<file path="src/rtl/trace_seq_pkg.sv">
package trace_seq_pkg;

    typedef enum logic [1:0] {
        SEQ_S1    = 2'd0,
        SEQ_S2    = 2'd1,
        SEQ_S3    = 2'd2,
        SEQ_FINAL = 2'd3
    } seq_state_e;

    typedef enum logic [1:0] {
        REC_IDLE = 2'd0,
        REC_PRE  = 2'd1,
        REC_POST = 2'd2,
        REC_DONE = 2'd3
    } rec_state_e;

    typedef enum logic [1:0] {
        CAP_FLOW   = 2'd0,
        CAP_LOOP   = 2'd1,
        CAP_DETAIL = 2'd2,
        CAP_OFF    = 2'd3
    } cap_mode_e;

    typedef enum logic [1:0] {
        ALN_BEGIN = 2'd0,
        ALN_MID   = 2'd1,
        ALN_END   = 2'd2,
        ALN_END2  = 2'd3
    } align_e;

endpackage

</file>
<file path="src/rtl/trace_seq_sequencer.sv">
module trace_seq_sequencer
    import trace_seq_pkg::*;
#(
    parameter int NTRIG = 4,
    parameter int SEL_W = 2,
    localparam int ENT_W = SEL_W + 2
) (
    input  logic                 clk,
    input  logic                 rst_n,
    input  logic                 restart,
    input  logic                 active,
    input  logic [NTRIG-1:0]     trig,
    input  logic [3*ENT_W-1:0]   tbl,
    output seq_state_e           state,
    output logic                 hit
);

    logic [SEL_W-1:0] sel_arr [4];
    seq_state_e       nxt_arr [4];

    for (genvar k = 0; k < 3; k++) begin : g_entry
        assign sel_arr[k] = tbl[k*ENT_W +: SEL_W];
        assign nxt_arr[k] = seq_state_e'(tbl[k*ENT_W + SEL_W +: 2]);
    end
    assign sel_arr[3] = '0;
    assign nxt_arr[3] = SEQ_FINAL;

    logic fire;
    assign fire = active && (state != SEQ_FINAL) && trig[sel_arr[state]];
    assign hit  = fire && (nxt_arr[state] == SEQ_FINAL);

    always_ff @(posedge clk or negedge rst_n) begin
        if (!rst_n)       state <= SEQ_S1;
        else if (restart) state <= SEQ_S1;
        else if (fire)    state <= nxt_arr[state];
    end

endmodule

</file>
<file path="src/rtl/trace_seq_filter.sv">
module trace_seq_filter
    import trace_seq_pkg::*;
#(
    parameter int ADDR_W = 16
) (
    input  logic              clk,
    input  logic              rst_n,
    input  logic              restart,
    input  cap_mode_e         mode,
    input  logic              bus_valid,
    input  logic [ADDR_W-1:0] bus_addr,
    input  logic              bus_cof,
    input  logic              bus_free,
    input  logic              bus_opfetch,
    input  logic              commit,
    output logic              qualify
);

    logic [ADDR_W-1:0] last_addr;
    logic              have_last;

    always_ff @(posedge clk or negedge rst_n) begin
        if (!rst_n) begin
            last_addr <= '0;
            have_last <= 1'b0;
        end else if (restart) begin
            have_last <= 1'b0;
        end else if (commit) begin
            last_addr <= bus_addr;
            have_last <= 1'b1;
        end
    end

    always_comb begin
        unique case (mode)
            CAP_FLOW:   qualify = bus_valid && bus_cof;
            CAP_LOOP:   qualify = bus_valid && bus_cof &&
                                  !(have_last && (bus_addr == last_addr));
            CAP_DETAIL: qualify = bus_valid && !bus_free && !bus_opfetch;
            CAP_OFF:    qualify = 1'b0;
        endcase
    end

endmodule

</file>
<file path="src/rtl/trace_seq_buf.sv">
module trace_seq_buf #(
    parameter int W     = 32,
    parameter int DEPTH = 64,
    localparam int PTR_W = $clog2(DEPTH),
    localparam int CNT_W = PTR_W + 1
) (
    input  logic             clk,
    input  logic             rst_n,
    input  logic             restart,
    input  logic             we,
    input  logic [W-1:0]     wdata,
    input  logic             visible,
    input  logic [PTR_W-1:0] rd_idx,
    output logic [CNT_W-1:0] count,
    output logic [W-1:0]     rd_data
);

    localparam logic [CNT_W-1:0] FULL = CNT_W'(DEPTH);

    logic [W-1:0]     mem [DEPTH];
    logic [PTR_W-1:0] wptr;
    logic [PTR_W-1:0] phys;

    always_ff @(posedge clk) begin
        if (we) mem[wptr] <= wdata;
    end

    always_ff @(posedge clk or negedge rst_n) begin
        if (!rst_n) begin
            wptr  <= '0;
            count <= '0;
        end else if (restart) begin
            wptr  <= '0;
            count <= '0;
        end else if (we) begin
            wptr  <= wptr + PTR_W'(1);
            count <= (count == FULL) ? count : count + CNT_W'(1);
        end
    end

    assign phys    = (count == FULL) ? (wptr + rd_idx) : rd_idx;
    assign rd_data = (visible && ({1'b0, rd_idx} < count)) ? mem[phys] : '0;

endmodule

</file>
<file path="src/rtl/trace_seq_ctrl.sv">
module trace_seq_ctrl
    import trace_seq_pkg::*;
#(
    parameter int ADDR_W = 16,
    parameter int DATA_W = 16,
    parameter int DEPTH  = 64,
    parameter int NTRIG  = 4,
    localparam int PTR_W   = $clog2(DEPTH),
    localparam int CNT_W   = PTR_W + 1,
    localparam int SEL_W   = (NTRIG > 1) ? $clog2(NTRIG) : 1,
    localparam int TBL_W   = 3 * (SEL_W + 2),
    localparam int ENTRY_W = ADDR_W + DATA_W
) (
    input  logic               clk,
    input  logic               rst_n,
    input  logic               arm,
    input  logic [1:0]         cfg_mode,
    input  logic [1:0]         cfg_align,
    input  logic [TBL_W-1:0]   cfg_seq_tbl,
    input  logic [NTRIG-1:0]   trig,
    input  logic               bus_valid,
    input  logic [ADDR_W-1:0]  bus_addr,
    input  logic [DATA_W-1:0]  bus_data,
    input  logic               bus_cof,
    input  logic               bus_free,
    input  logic               bus_opfetch,
    input  logic [PTR_W-1:0]   rd_idx,
    output logic [ENTRY_W-1:0] rd_data,
    output logic [CNT_W-1:0]   count,
    output logic               done
);

    localparam logic [CNT_W-1:0] LAST_SLOT = CNT_W'(DEPTH - 1);
    localparam logic [PTR_W-1:0] HALF_LAST = PTR_W'(DEPTH / 2 - 1);

    rec_state_e rec_q, rec_nxt;
    seq_state_e seq_q;
    align_e     aln;
    logic       seq_hit, seq_run, rec_en, qualify, wr_en;
    logic [PTR_W-1:0] post_q;

    assign aln   = align_e'(cfg_align);
    assign wr_en = qualify && rec_en && !arm;

    trace_seq_sequencer #(.NTRIG(NTRIG), .SEL_W(SEL_W)) u_seq (
        .clk     (clk),
        .rst_n   (rst_n),
        .restart (arm),
        .active  (seq_run),
        .trig    (trig),
        .tbl     (cfg_seq_tbl),
        .state   (seq_q),
        .hit     (seq_hit)
    );

    trace_seq_filter #(.ADDR_W(ADDR_W)) u_filt (
        .clk         (clk),
        .rst_n       (rst_n),
        .restart     (arm),
        .mode        (cap_mode_e'(cfg_mode)),
        .bus_valid   (bus_valid),
        .bus_addr    (bus_addr),
        .bus_cof     (bus_cof),
        .bus_free    (bus_free),
        .bus_opfetch (bus_opfetch),
        .commit      (wr_en),
        .qualify     (qualify)
    );

    trace_seq_buf #(.W(ENTRY_W), .DEPTH(DEPTH)) u_buf (
        .clk     (clk),
        .rst_n   (rst_n),
        .restart (arm),
        .we      (wr_en),
        .wdata   ({bus_addr, bus_data}),
        .visible (done),
        .rd_idx  (rd_idx),
        .count   (count),
        .rd_data (rd_data)
    );

    // State register
    always_ff @(posedge clk or negedge rst_n) begin
        if (!rst_n) rec_q <= REC_IDLE;
        else        rec_q <= rec_nxt;
    end

    // Entries stored after the trigger (mid alignment)
    always_ff @(posedge clk or negedge rst_n) begin
        if (!rst_n)                          post_q <= '0;
        else if (arm)                        post_q <= '0;
        else if (wr_en && rec_q == REC_POST) post_q <= post_q + PTR_W'(1);
    end

    // Next state
    always_comb begin
        rec_nxt = rec_q;
        unique case (rec_q)
            REC_IDLE: rec_nxt = REC_IDLE;
            REC_PRE: begin
                if (seq_hit)
                    rec_nxt = (aln == ALN_BEGIN || aln == ALN_MID) ? REC_POST : REC_DONE;
            end
            REC_POST: begin
                if (wr_en && ((aln == ALN_BEGIN && count == LAST_SLOT) ||
                              (aln == ALN_MID   && post_q == HALF_LAST)))
                    rec_nxt = REC_DONE;
            end
            REC_DONE: rec_nxt = REC_DONE;
        endcase
        if (arm) rec_nxt = REC_PRE;
    end

    // Outputs
    always_comb begin
        rec_en  = 1'b0;
        seq_run = 1'b0;
        done    = 1'b0;
        unique case (rec_q)
            REC_IDLE: ;
            REC_PRE: begin
                rec_en  = (aln != ALN_BEGIN);
                seq_run = !arm;
            end
            REC_POST: rec_en = 1'b1;
            REC_DONE: done   = 1'b1;
        endcase
    end

endmodule

</file>
<file path="config.mk">
export PLATFORM = sky130hd
export DESIGN_NAME = trace_seq_ctrl
export DESIGN_NICKNAME = d
export VERILOG_FILES = /design/src/rtl/trace_seq_pkg.sv /design/src/rtl/trace_seq_sequencer.sv /design/src/rtl/trace_seq_filter.sv /design/src/rtl/trace_seq_buf.sv /design/src/rtl/trace_seq_ctrl.sv
export SDC_FILE = /design/constraint.sdc
export NUM_CORES = 2
export LEC_CHECK = 0
export ABC_AREA = 1
export BUFFER_PORTS_ARGS = -buffer_cell sky130_fd_sc_hd__buf_2
export CAP_MARGIN = 20
export CORE_UTILIZATION = 23
export DETAILED_ROUTE_END_ITERATION = 8
export SLEW_MARGIN = 25
export SYNTH_ARGS = -nofsm -noshare
export SYNTH_HDL_FRONTEND = slang
export SYNTH_SLANG_ARGS = --single-unit
</file>
<file path="constraint.sdc">
create_clock -name clk -period 4.5 [get_ports clk]
set_input_delay 0.45 -clock clk [delete_from_list [all_inputs] [get_ports clk]]
set_output_delay 0.45 -clock clk [all_outputs]
set_load 0.02 [all_outputs]
</file>
==> reports/metrics.cfg <==
[synthesis]
ys_async_sr_fraction=0.0192
synth_seq_cells=2088
syn_area_um2=84900
synth_cells=7117
netlist.area_leader.share=0.724
seq_area_frac_synth=0.736
syn_avg_cell_area_um2=11.9
syn_nets=7201
yosys.area.top_type=edfxtp_1
ys_types=38
synth_ff_type=edfxtp_1
synth.area.top_cells=edfxtp_1 (72%), nand3_1 (12%), nand2_1 (9.8%), buf_2 (1.8%), dfrtp_1 (1.2%)
ys_warn_count=0
synth-edff-count=2048

[placed_design]
io_buffers=104
dp.cells=11900
gp_congestion=0.838
place_hpwl_um=154000
pre_cts_slack_ns=-0.0654

[global_route]
gr-total-overflow=0
grt_pass1_wl_um=393000
first_global_vias=55200
grt_max_degree=66
grtUsageTotal=0.143
antenna_found_initial=34

[routing]
wl_per_cell_um=22.5
wl_um=280000
drt_iter0_markers=7993
drc=0
drtPass1Iterations=6
vias=59500
routed_via_density=4.78
ant_nets=0

[timing]
finClkSkew_ns=0.0327
max_freq_mhz=223
slew_viol_final=0
layout_worst_path_cycle_share=0.995
setup_slack_ns=0.0212
tightest_slew_ns=1.04
rsz0062_at_grt=true
final.min_clock_period_ns=4.48
finalHoldViolCount=0
finalSetupViolCount=0
whs_ns=0.0771
slew_headroom=0.305

[setup_path]
endpoint_kind=output port
r2r_slack_ns=0.61
crit_required_ns=4.05
worstPathMaxFanout=26
crit_path_start_kind=register
critical_path_arrival_ns=4.03
critPathKind=reg -> out

[die]
die_h_um=610
row_count=222
initial_core_util=0.232
die_w_um=610
dieArea_um2=372000
pin_count=105
core_um2=367000

[cts]
cts_buffer_depth=3
clock_sinks=2088
cts_buffers=207
clk_latency_ns=0.86
cts_root_buf=clkbuf_16
cts_tree=yes
path_clk_slew_ns=0.06
h-tree-depth=4

[run_status]
status=complete, no violations

[power]
finalPower_w=0.0420
switchingPower_w=0.00997
combPwrFrac=0.083
leakage_nw=35.8
seqPwrFrac=0.512
power.internal_w=0.0321
peakVddDrop_uv=410
p_clk_frac=0.405
power_density_nw_per_um2=408
switching_share=0.237

[worst_hold_path]
min_path_type=in -> reg

[cells_and_area]
final_core_util=0.281
area_growth_pct=21.2
fin_cells=12400
layout-drive-gt1-share=0.138
layout.nets=7533

[run]
maxCapViolations=0

power by group through the flow:
stage | logic [W] | registers [W] | clock network, W
3_3_place_gp | 0.00304 | 0.0219 | 0
4_1_cts | 0.00329 | 0.0215 | 0.0172
2_1_floorplan | 0.00163 | 0.0219 | 0
5_1_grt | 0.00376 | 0.0215 | 0.0179
3_5_place_dp | 0.00306 | 0.0219 | 0
6_report | 0.00350 | 0.0215 | 0.0170
kinds of logic after synthesis:
kind of cell	synth area share
buffers and inverters	0.0296
xor gates and xnor gates	0.00155
adders and majority gates	0.00289
and+or+nand+nor	0.226
DFF	0.736
AOI/OAI and AO/OA	0.00433
worst paths after layout:
kind,from,end,cells past startpoint
hold reg to reg,u_filt.last_addr[10]$_DFFE_PN0P_,u_filt.last_addr[10]$_DFFE_PN0P_,2
max in group asynchronous,rst_n,u_buf.wptr[0]$_DFFE_PN0P_,2
setup reg to reg,rec_q[1]$_DFFE_PN0P_,u_buf.mem[5][10]$_DFFE_PP_,13
min in group asynchronous,rst_n,u_seq.state[0]$_DFFE_PN0P_,2
hold / removal,bus_data[3],u_buf.mem[26][3]$_DFFE_PP_,1
setup / recovery,u_buf.wptr[0]$_DFFE_PN0P_,rd_data[22],16
synthesized netlist by cell type, drive strengths merged, types with 3 or more instances:
cell    number
a21oi       13
buf        371
clkbuf      84
dfrtp       40
edfxtp    2048
ha          18
inv         57
nand2     2215
nand3     1985
nand4       12
nor2       177
nor3        22
o21ai       40
o22ai        3
xnor2        6
xor2         9
metal layers:
layer	wire, µm	vias up	part of all wire	GRT usage
met5	59	-	0.00021	0
met4	9760	8	0.035	0.0523
met3	30200	495	0.11	0.0287
met2	128000	3360	0.46	0.225
met1	112000	29600	0.40	0.195
li1	-	26000	-	-
critical path: stages (launching register included):
cell and delay (ns):
dfrtp_2 0.42, ha_2 0.20, fa_2 0.42, xnor2_2 0.21, o21ai_4 0.09, buf_4 0.20
inv_16 0.16, buf_12 0.24, nand3_1 0.13, nand3_1 0.11, nand2_2 0.08, nor2_1 0.09
nor2_1 0.06, buf_4 0.16, nor2_4 0.26, buf_6 0.14, buf_2 0.15
flip-flops by register name (all words and copies together) (netlist names):
signal	count
rec_q	2
post_q	6
u_buf.wptr	6
u_seq.state	2
u_filt.last_addr	16
u_filt.have_last	1
u_buf.mem	2048
u_buf.count	7
through the flow:
step	instance area [µm²]	setup TNS [ns]
floorplan	84900	0
global placement	93400	-0.0505
detailed placement	93400	-0.0654
CTS	102000	-0.0104
global route	103000	-0.515
finish	103000	0
layout by cell type, fill, tap and decap left out, types with 56 or more instances in the layout:
cell type / Yosys / routed
nor2_4: 0 / 77
clkinv_1: 0 / 56
nand3_1: 1983 / 1940
buf_4: 26 / 297
nand2_1: 2212 / 2200
edfxtp_1: 2048 / 2048
clkbuf_16: 0 / 226
nor2_1: 175 / 73
buf_12: 0 / 73
buf_2: 309 / 98
final cells by class:
cell class              instances  area, µm²
diodes                          7       17.5
clock buffers                 258       5420
clock inverters               123       1160
fillers                     37200     264000
inverters                      57        259
multi-input cells            4520      21100
flip-flops and latches       2088      62500
well taps                    4816       6030
repair buffers                574       6470
repair inverters                1       8.76
repair_timing:
action,4_1_cts,5_1_grt
resized for setup,139,125
endpoints found under the hold margin,48,0
hold buffers,8,0
gates cloned,19,18
setup endpoints to repair,32,32
pin swaps,17,25
buffers inserted,42,36
(Power assumes the default switching activity.)
